## src/rtl/snoop_pkg.sv

```systemverilog
package snoop_pkg;

    typedef enum logic {
        XFER_IN  = 1'b0,
        XFER_OUT = 1'b1
    } xfer_dir_e;

    typedef struct packed {
        logic inv;
        logic upd;
        logic inhibit;
    } snoop_act_t;

endpackage

```

## src/rtl/snoop_tag_store.sv

```systemverilog
module snoop_tag_store #(
    parameter int IDX_W = 4,
    parameter int TAG_W = 12
) (
    input  logic             clk,
    input  logic             rst_n,
    input  logic [IDX_W-1:0] look_idx,
    output logic             look_valid,
    output logic [TAG_W-1:0] look_tag,
    input  logic             clr_en,
    input  logic [IDX_W-1:0] clr_idx,
    input  logic             pinv_en,
    input  logic [IDX_W-1:0] pinv_idx,
    input  logic             fill_en,
    input  logic [IDX_W-1:0] fill_idx,
    input  logic [TAG_W-1:0] fill_tag
);
    localparam int LINES = 1 << IDX_W;

    typedef struct packed {
        logic [LINES-1:0]            valid;
        logic [LINES-1:0][TAG_W-1:0] tag;
    } store_t;

    store_t st_d, st_q;

    // Order: snoop clear, then processor invalidate, then fill (fill wins).
    always_comb begin
        st_d = st_q;
        if (clr_en) begin
            st_d.valid[clr_idx] = 1'b0;
        end
        if (pinv_en) begin
            st_d.valid[pinv_idx] = 1'b0;
        end
        if (fill_en) begin
            st_d.valid[fill_idx] = 1'b1;
            st_d.tag[fill_idx]   = fill_tag;
        end
    end

    always_ff @(posedge clk or negedge rst_n) begin
        if (!rst_n) begin
            st_q <= '0;
        end else begin
            st_q <= st_d;
        end
    end

    assign look_valid = st_q.valid[look_idx];
    assign look_tag   = st_q.tag[look_idx];

    p_snoop_clear_sticks_r7: assert property (@(posedge clk) disable iff (!rst_n)
        (clr_en && !(fill_en && fill_idx == clr_idx)) |=> !st_q.valid[$past(clr_idx)]);

    p_fill_lands_r10: assert property (@(posedge clk) disable iff (!rst_n)
        fill_en |=> (st_q.valid[$past(fill_idx)] && st_q.tag[$past(fill_idx)] == $past(fill_tag)));

    p_pinv_clears_r8: assert property (@(posedge clk) disable iff (!rst_n)
        (pinv_en && !(fill_en && fill_idx == pinv_idx)) |=> !st_q.valid[$past(pinv_idx)]);

endmodule

```

## src/rtl/snoop_decide.sv

```systemverilog
module snoop_decide
    import snoop_pkg::*;
#(
    parameter int TAG_W = 12
) (
    input  logic             bus_valid,
    input  xfer_dir_e        dir,
    input  logic             wb_mode,
    input  logic             entry_valid,
    input  logic [TAG_W-1:0] entry_tag,
    input  logic [TAG_W-1:0] bus_tag,
    output snoop_act_t       act
);
    logic hit;

    always_comb begin
        hit = bus_valid && entry_valid && (entry_tag == bus_tag);
        act = '0;
        if (hit) begin
            if (dir == XFER_IN) begin
                act.upd = 1'b1;
            end else begin
                act.inv     = 1'b1;
                act.inhibit = wb_mode;
            end
        end
    end

endmodule

```

## src/rtl/snoop_io_coherence.sv

```systemverilog
module snoop_io_coherence
    import snoop_pkg::*;
#(
    parameter int ADDR_W = 16,
    parameter int IDX_W  = 4,
    parameter int DATA_W = 32
) (
    input  logic              clk,
    input  logic              rst_n,
    input  logic              bus_valid,
    input  logic              bus_dir,
    input  logic [ADDR_W-1:0] bus_addr,
    input  logic [DATA_W-1:0] bus_wdata,
    input  logic              wb_mode,
    input  logic              fill_valid,
    input  logic [ADDR_W-1:0] fill_addr,
    input  logic              pinv_valid,
    input  logic [IDX_W-1:0]  pinv_idx,
    input  logic              cpu_wr_valid,
    input  logic [IDX_W-1:0]  cpu_wr_idx,
    output logic              cpu_stall,
    output logic [IDX_W-1:0]  line_rd_idx,
    input  logic [DATA_W-1:0] line_rd_data,
    output logic              inv_valid,
    output logic              upd_valid,
    output logic [IDX_W-1:0]  cmd_idx,
    output logic [DATA_W-1:0] upd_data,
    output logic              mem_inhibit,
    output logic [DATA_W-1:0] supply_data
);
    localparam int TAG_W = ADDR_W - IDX_W;

    logic [IDX_W-1:0] bus_idx;
    logic [TAG_W-1:0] bus_tag;
    logic             ent_valid;
    logic [TAG_W-1:0] ent_tag;
    snoop_act_t       act;

    assign bus_idx = bus_addr[IDX_W-1:0];
    assign bus_tag = bus_addr[ADDR_W-1:IDX_W];

    snoop_tag_store #(
        .IDX_W (IDX_W),
        .TAG_W (TAG_W)
    ) tags_i (
        .clk        (clk),
        .rst_n      (rst_n),
        .look_idx   (bus_idx),
        .look_valid (ent_valid),
        .look_tag   (ent_tag),
        .clr_en     (act.inv),
        .clr_idx    (bus_idx),
        .pinv_en    (pinv_valid),
        .pinv_idx   (pinv_idx),
        .fill_en    (fill_valid),
        .fill_idx   (fill_addr[IDX_W-1:0]),
        .fill_tag   (fill_addr[ADDR_W-1:IDX_W])
    );

    snoop_decide #(
        .TAG_W (TAG_W)
    ) decide_i (
        .bus_valid   (bus_valid),
        .dir         (xfer_dir_e'(bus_dir)),
        .wb_mode     (wb_mode),
        .entry_valid (ent_valid),
        .entry_tag   (ent_tag),
        .bus_tag     (bus_tag),
        .act         (act)
    );

    assign line_rd_idx = bus_idx;
    assign cmd_idx     = bus_idx;
    assign inv_valid   = act.inv;
    assign upd_valid   = act.upd;
    assign mem_inhibit = act.inhibit;
    assign upd_data    = act.upd ? bus_wdata : '0;
    assign supply_data = act.inhibit ? line_rd_data : '0;
    assign cpu_stall   = cpu_wr_valid && (act.inv || act.upd) && (cpu_wr_idx == bus_idx);

    p_upd_input_only_r3: assert property (@(posedge clk) disable iff (!rst_n)
        upd_valid |-> (bus_valid && !bus_dir && !inv_valid && !mem_inhibit));

    p_inhibit_wb_out_r5: assert property (@(posedge clk) disable iff (!rst_n)
        mem_inhibit |-> (bus_valid && bus_dir && wb_mode && inv_valid));

    p_wt_no_inhibit_r4: assert property (@(posedge clk) disable iff (!rst_n)
        (inv_valid && !wb_mode) |-> (!mem_inhibit && supply_data == '0));

    p_idle_quiet_r6: assert property (@(posedge clk) disable iff (!rst_n)
        !bus_valid |-> (!inv_valid && !upd_valid && !mem_inhibit));

    p_stall_cause_r9: assert property (@(posedge clk) disable iff (!rst_n)
        cpu_stall |-> (cpu_wr_valid && (inv_valid || upd_valid) && cmd_idx == cpu_wr_idx));

endmodule

```

## config.mk

```make
export PLATFORM = sky130hd
export DESIGN_NAME = snoop_io_coherence
export DESIGN_NICKNAME = d
export VERILOG_FILES = /design/src/rtl/snoop_pkg.sv /design/src/rtl/snoop_tag_store.sv /design/src/rtl/snoop_decide.sv /design/src/rtl/snoop_io_coherence.sv
export SDC_FILE = /design/constraint.sdc
export NUM_CORES = 1
export LEC_CHECK = 0
export BUFFER_PORTS_ARGS = -buffer_cell sky130_fd_sc_hd__buf_4
export CORE_UTILIZATION = 30
export DETAILED_ROUTE_END_ITERATION = 8
export GPL_ROUTABILITY_DRIVEN = 1
export MAX_ROUTING_LAYER = met4
export PLACE_DENSITY = 0.46
export RECOVER_POWER = 100
export SYNTH_ARGS = -nofsm -noshare
export SYNTH_HDL_FRONTEND = slang
export SYNTH_SLANG_ARGS = --single-unit
```

## constraint.sdc

```tcl
create_clock -name clk -period 7.49 [get_ports clk]
set_input_delay 0.3745 -clock clk [delete_from_list [all_inputs] [get_ports clk]]
set_output_delay 0.3745 -clock clk [all_outputs]
set_load 0.02 [all_outputs]
```

# After elaboration in Yosys (flattened, before gate mapping)
# Cells that the tools add are included.
# word_totals
ff_bits	208
in_bits	112
output_inout_bits	76
# classes
n_lt_le_gt_ge	6
n_eq_ne	2
n_mux	22
bitwise_logic	5
reduce_logical	8
# ops
op	count
$mux W208	1
$bwmux W192	1
$mux W32	2
$bmux W12 S4	1
$demux W12 S4	1
$and A16 B16 Y16	2
$mux W16	2
$not A16 Y16	2
$mux W12	2
$or A16 B16 Y16	1
$lt A4 B5 Y1 const B	3
$demux W1 S4	3
$eq A12 B12 Y1	1
$ge A4 B1 Y1 const B	3
$logic_and A1 B1 Y1	7
$mux W1	7
$bmux W1 S4	1
$eq A4 B4 Y1	1
$mux W3	1
$logic_or A1 B1 Y1	1

# Longest topological paths before layout
# Gate-level depths: netlist (run 1).
# logic_depth
ltp_word	11
ltp_mapped	13

# Cells and area by module
# Synthesis (run 1) repeated with hierarchy kept, for this count alone.
# unflattened
hier_cells	724
hier_area_um2	10218.6
# modules_own_cells
mod	instances	cells_per_inst	area_per_inst_um2	seq_area_each_um2
snoop_tag_store	1	618	9506.6	5205.0
snoop_io_coherence	1	84	545.5	0.0
snoop_decide	1	22	166.4	0.0

# Worst setup path after synthesis (run 1)
# OpenSTA, ideal clock, no wires.
# synth_timing
path_kind	input to output
from	input bus_addr[0]
to	output supply_data[10]
arrival_ps	2839
t_required_ps	7115
slack_ps	4277
stages	9
n_path_buf	4
path_cell_list	buf_6 -> buf_6 -> mux4_2 -> a211oi_1 -> a22oi_1 -> or4_1 -> buf_2 -> clkbuf_1 -> nor3_1
# synth_between
elab_chain_cells	6
# synth_lines
element	line	rtl
start, declared	snoop_io_coherence.sv:12	input logic [ADDR_W-1:0] bus_addr,
$bmux W12 S4 or $bmux W1 S4 (tied branches)	snoop_tag_store.sv:51, snoop_tag_store.sv:50	
$mux W12 (implied by the code) or $mux W1 (tied branches)	snoop_tag_store.sv:51, snoop_tag_store.sv:50	
$eq A12 B12 Y1 or $logic_and A1 B1 Y1 (tied branches)	snoop_decide.sv:17	hit = bus_valid && entry_valid && (entry_tag == bus_tag);
$logic_and A1 B1 Y1 (*)	snoop_decide.sv:17	
$mux W3 (*)	snoop_decide.sv:19	if (hit) begin
$mux W32 (*)	snoop_io_coherence.sv:78	assign supply_data = act.inhibit ? line_rd_data : '0;
end, declared	snoop_io_coherence.sv:29	output logic [DATA_W-1:0] supply_data
# Every way passes the cells marked *; elsewhere a longest branch is shown, timed or not. The select of a mux whose other input is x is not followed.

# Worst setup path after layout (run 1)
# layout_timing
from	input bus_addr[1]
to	output cpu_stall
# layout_between
elab_chain_cells	8
# layout_lines
element	line	rtl
$bmux W12 S4 or $bmux W1 S4 (tied branches)	snoop_tag_store.sv:51, snoop_tag_store.sv:50	
$mux W12 (implied by the code) or $mux W1 (tied branches)	snoop_tag_store.sv:51, snoop_tag_store.sv:50	
$eq A12 B12 Y1 or $logic_and A1 B1 Y1 (tied branches)	snoop_decide.sv:17	
$logic_and A1 B1 Y1	snoop_decide.sv:17	
$mux W3	snoop_decide.sv:19	
$logic_or A1 B1 Y1	snoop_io_coherence.sv:79	assign cpu_stall = cpu_wr_valid && (act.inv || act.upd) && (cpu_wr_idx == bus_idx);
$logic_and A1 B1 Y1	snoop_io_coherence.sv:79	
$logic_and A1 B1 Y1 (*)	snoop_io_coherence.sv:79	
end, declared	snoop_io_coherence.sv:21	output logic cpu_stall,
# Marked as above.

==> results.cfg, run 1 <==
[route]
via_per_inst = 4.959
wl_per_cell_um = 21.83
vias = 7974
first_pass_iters = 5
drc = 0
wirelength_um = 35100
antenna_left = 0
dr.first_iter.drc_count = 398

[yosys]
synth_top_family_by_area = multiplexers
ys_async_sr_fraction_pct = 100.0
yosysSeqAreaShare_pct = 45.73
synthAdderAreaFrac_pct = 0
syn_area_sq_um = 11380
synth_mux_area_share_pct = 30.53
synthSimpleGateAreaFrac_pct = 10.36
synthesis.nets = 1045
avgSynthCellArea_sq_um = 12.20
yosysUniqueCellTypes = 64
synth_edf_count = 0
synth_compound_gate_area_share_pct = 5.849
yosysWarnings = 0
synth_ff_type = dfrtp_1
synth-seq-cells = 208
synth_xor_area_share_pct = 0.9235
netlist_instances = 933

[clock_network]
worstSkewPairLatency_ps = 530
clock_tree.root_cell = clkbuf_16
clock_sinks = 208
postCtsHoldBufs = 1
post-cts-setup-buffers = 0
cts_buffers = 26
path_clk_slew_ps = 60
cts_resized = 0
h-tree-depth = 1
cts_tree = built
clockBufferDepth = 3

[timing]
worst_pin_slew_ps = 3769
finalHoldViolations = 0
relSlewSlack_pct = -151.3
setup_tns_ps = 0
min_period_ps = 5896
finalSetupViolCount = 0
finClkSkew_ps = 27.58
max_clock_freq_mhz = 169.6
report.final.slew_viol_count = 325
finalWorstSetupSlack_ps = 1594
rsz0062_at_grt = no
fin_crit_sh_pct = 78.72

[power_and_ir_drop]
leakagePower_nw = 5.939
power_density_nw_per_um2 = 255.7
p_total_mw = 3.469
peakVddDrop_mv = 0.1377

[run]
maxCapViolations = 9

[finish]
final_layout_size_suffix_gt1_share_pct = 39.17
nFillCells = 3721
nets = 1196
final_cell_mix = dfrtp_1 (208), mux2_2 (203), buf_4 (138)
syn2layout_area_growth_pct = 19.20
final_common_cell = dfrtp_1
stdcell_count = 1608

[placed_design]
gp_congestion = 0.7922
pre_cts_slack_ps = 2551
dpl.cell_count = 1559
portBuffers = 187
dp_hpwl_um = 23290

[grt]
grt_overflow = 0
antenna_found_initial = 1
grt_pass1_vias = 8046
grt_usage_pct = 18.61
grt_pass1_wl_um = 51940
grt_max_degree = 74

[floorplan]
ios = 188
die_x_um = 196.8
dieArea_sq_um = 38720
start_util_pct = 30.79
coreArea_sq_um = 36960
die_y_um = 196.8
rows = 70

[worst_hold_path]
hold_start = fill_addr[10]
min_path_type = in -> reg

[setup_path]
endpoint_kind = output pin
critPathArrivalTime_ps = 5520
cp_data_required_time_ps = 7120
cp-start-kind = input port
setup.worst_path.start = bus_addr[1]
cp_max_fo = 67
worstSetupPathType = in -> out

[outcome]
violations = max-capacitance violations, max-slew violations
status = finished with violations
## cell families (layout without fill, tap and decap cells)
group / Yosys count / in the layout
muxes: 283 / 283
AOI/OAI and AO/OA: 85 / 85
xor gates and xnor gates: 12 / 12
buffers and inverters: 150 / 320
DFF: 208 / 208
and+or+nand+nor: 195 / 195
other: 0 / 1
## cells in the mapped netlist (3+ instances only)
| cell type | count | area, sq um |
|---|---|---|
| buf_6 | 8 | 90.09 |
| clkbuf_1 | 41 | 153.9 |
| xnor2_1 | 7 | 61.31 |
| mux2i_1 | 49 | 490.5 |
| nor3_1 | 53 | 265.3 |
| nand2_1 | 14 | 52.55 |
| mux4_2 | 31 | 698.2 |
| buf_4 | 16 | 120.1 |
| buf_2 | 11 | 55.05 |
| and4_1 | 3 | 26.28 |
| nor3b_1 | 3 | 22.52 |
| o21a_1 | 11 | 82.58 |
| or3_1 | 5 | 31.28 |
| a21oi_1 | 11 | 55.05 |
| o21ai_0 | 10 | 50.05 |
| inv_1 | 69 | 259.0 |
| dfrtp_1 | 208 | 5205 |
| xor2_1 | 5 | 43.79 |
| nand3b_1 | 7 | 52.55 |
| nand3_1 | 16 | 80.08 |
| a22o_1 | 7 | 61.31 |
| mux2_2 | 203 | 2286 |
| nor3_2 | 22 | 220.2 |
| nand4_1 | 4 | 25.02 |
| o31ai_1 | 5 | 37.54 |
| and2_1 | 5 | 31.28 |
| nand2b_1 | 7 | 43.79 |
| or2_2 | 3 | 18.77 |
| nor2_1 | 36 | 135.1 |
| a22oi_1 | 14 | 105.1 |
| nor4_1 | 3 | 18.77 |
| o22ai_1 | 4 | 25.02 |
## layout make-up
cell class | instances | area (sq um) | share of cell area (%)
clock inverters | 7 | 63.81 | 0.4704
repair buffers | 204 | 1292 | 9.528
well taps | 504 | 630.6 | 4.649
flip-flops and latches | 208 | 5205 | 38.37
inverters | 69 | 259.0 | 1.909
diodes | 1 | 2.502 | 0.01845
clock buffers | 40 | 784.5 | 5.783
multi-input cells | 575 | 5328 | 39.27
## metal layers
metal	global-route usage [%]	up-vias	part of all wire (%)
li1	-	3655	-
met1	23.45	4037	44
met2	31.17	239	49
met3	2.669	43	5.3
met4	5.082	0	2.3
met5	-	-	0
## final timing paths
kind	end	slack, ps	cells past startpoint
hold reg to reg	flop	500	1
setup reg to reg	tags_i.st_q[194]$_DFF_PN0_	4450	7
max in group asynchronous	tags_i.st_q[205]$_DFF_PN0_	2420	3
min in group asynchronous	async pin	1710	2
setup / recovery	cpu_stall	1590	11
hold / removal	flop	220	2
## worst max-delay path: stages
cell	delay, ps
clkbuf_1	1340
buf_4	790
nor2b_1	610
a22o_1	280
nor3_1	80
o22ai_2	200
nand4_1	120
or4_2	720
buf_4	370
nor4b_2	370
buf_4	190
## stage by stage
stage	instance area, sq um	hold slack [ps]	utilization, %
final	13570	221.4	36.70
after global routing	13570	219.4	36.70
after CTS	13930	203.2	37.70
after detailed placement	13080	416.6	35.38
after global placement	13080	422.4	35.38
after floorplan	11380	78.91	-
## where the power goes
| group | total, mW | internal (mW) | switching (mW) |
|---|---|---|---|
| Sequential | 1.52 | 1.39 | 0.132 |
| Combinational | 0.711 | 0.402 | 0.309 |
| Clock | 1.24 | 0.752 | 0.489 |
(Power assumes the default switching activity.)
==> run 2, diff against run 1 <==
--- a/config.mk
+++ b/config.mk
@@ -10,7 +10,7 @@
 export DETAILED_ROUTE_END_ITERATION = 8
 export GPL_ROUTABILITY_DRIVEN = 1
 export MAX_ROUTING_LAYER = met4
-export PLACE_DENSITY = 0.46
+export PLACE_DENSITY = 0.48
 export RECOVER_POWER = 100
 export SYNTH_ARGS = -nofsm -noshare
 export SYNTH_HDL_FRONTEND = slang
==> constraint.sdc (replaced) <==
create_clock -name clk -period 5.15 [get_ports clk]
set_input_delay 0.2575 -clock clk [delete_from_list [all_inputs] [get_ports clk]]
set_output_delay 0.2575 -clock clk [all_outputs]
set_load 0.02 [all_outputs]
==> results.cfg, run 2 (synthesis gave the netlist of run 1 again) <==
[clock_network]
clock_sinks = 208
clock_tree.root_cell = clkbuf_16
h-tree-depth = 1
post-cts-setup-buffers = 0
cts_buffers = 25
cts_tree = built
path_clk_slew_ps = 60
clockBufferDepth = 3
worstSkewPairLatency_ps = 520

[finish]
stdcell_count = 1606
nFillCells = 3697
final_common_cell = dfrtp_1
diodes = 0
final_cell_mix = dfrtp_1 (208), mux2_2 (203), buf_4 (133)
nets = 1197
syn2layout_area_growth_pct = 19.10
fin_util_pct = 36.67
final_layout_size_suffix_gt1_share_pct = 39.38
fin_area_sq_um = 13550

[route]
vias = 8051
via_per_inst = 5.013
wirelength_um = 34180
dr.first_iter.drc_count = 429
drc = 0
wl_per_cell_um = 21.28
antenna_left = 0
first_pass_iters = 5

[setup_path]
endpoint_kind = output pin
r2r_slack_ps = 1720
cp-start-kind = input port
r2r_end = tags_i.st_q[194]$_DFF_PN0_
critPathArrivalTime_ps = 4100
cp_data_required_time_ps = 4890
cp_max_fo = 41
reg2regPathDepth = 7
worstSetupPathType = in -> out

[floorplan]
die_x_um = 196.8
dieArea_sq_um = 38720
start_util_pct = 30.79
ios = 188
coreArea_sq_um = 36960
rows = 70
die_y_um = 196.8

[worst_hold_path]
hold_start = fill_addr[4]
min_path_cells = 2
min_path_type = in -> reg

[placed_design]
place_area_sq_um = 13090
dp_hpwl_um = 22160
portBuffers = 187
gp_congestion = 0.8032
dpl.cell_count = 1561

[timing]
finClkSkew_ps = 9.310
finalHoldViolations = 0
worst_pin_slew_ps = 2780
relSlewSlack_pct = -85.34
max_clock_freq_mhz = 229.2
finalSetupViolCount = 0
setup_tns_ps = 0
min_period_ps = 4362
report.final.slew_viol_count = 155
fin_crit_sh_pct = 84.70
rsz0062_at_grt = no

[grt]
grt_max_degree = 108
antenna_found_initial = 0
grt_overflow = 0
grt_pass1_wl_um = 50960
grt_pass1_vias = 8016
grt_usage_pct = 18.09

[power_and_ir_drop]
leakagePower_nw = 5.891
peakVddDrop_mv = 0.1770
power_density_nw_per_um2 = 367.8

[outcome]
violations = max-capacitance violations, max-slew violations
status = finished with violations

[run]
maxCapViolations = 4
## run 2: timing repair
| item | 4_1_cts | 5_1_grt |
|---|---|---|
| endpoints found under the setup margin | 0 | 0 |
| gates resized for setup | 0 | 0 |
| hold buffers | 1 | 0 |
| hold endpoints to repair | 105 | 0 |
## run 2: layout make-up
class | instances | area (sq um) | share of cell area (%)
multi-input combinational | 575 | 5356 | 39.52
inverter | 69 | 259.0 | 1.911
clock buffer | 40 | 772.0 | 5.696
clock inverter | 4 | 48.80 | 0.3600
sequential | 208 | 5205 | 38.40
timing repair buffer | 206 | 1282 | 9.462
tap | 504 | 630.6 | 4.652
## run 2: per-stage QoR
| stage | hold slack, ps | setup slack (ps) | power [mW] |
|---|---|---|---|
| after global routing | 98.84 | 518.2 | 5.241 |
| after detailed placement | 459.0 | 902.6 | 3.278 |
| after global placement | 462.8 | 939.8 | 3.257 |
| after floorplan | -38.09 | 2171 | 2.939 |
| final | 103.5 | 787.8 | 4.985 |
| after CTS | 82.62 | 891.8 | 5.039 |
## run 2: where the power goes
| group | switching (mW) | internal [mW] |
|---|---|---|
| combinational | 0.450 | 0.584 |
| sequential | 0.188 | 2.01 |
| clock | 0.681 | 1.07 |
## run 2: routing by layer
metal  share of wire (%)  track usage [%]
met3                 5.2            2.481
met1                  46            24.30
met5                   0                -
met2                  47            29.20
met4                 1.5            3.618
## run 2: worst max path at each step
stage	slack, ps	end	startpoint
after floorplan	2170	supply_data[10]	bus_addr[0]
after global placement	940	upd_data[19]	bus_addr[3]
after detailed placement	900	upd_data[11]	bus_addr[1]
after CTS	890	upd_data[11]	bus_addr[1]
after global routing	520	supply_data[9]	bus_addr[3]
final	790	upd_data[11]	bus_addr[1]
## run 2: critical path: stages
cell and delay (ps):
buf_4 550, buf_4 400, mux2_2 370, a2bb2oi_1 140, a211o_1 300, nand3_1 120, nand2_1 60, or4_1 900
buf_4 460, nor3_1 220, clkbuf_1 260
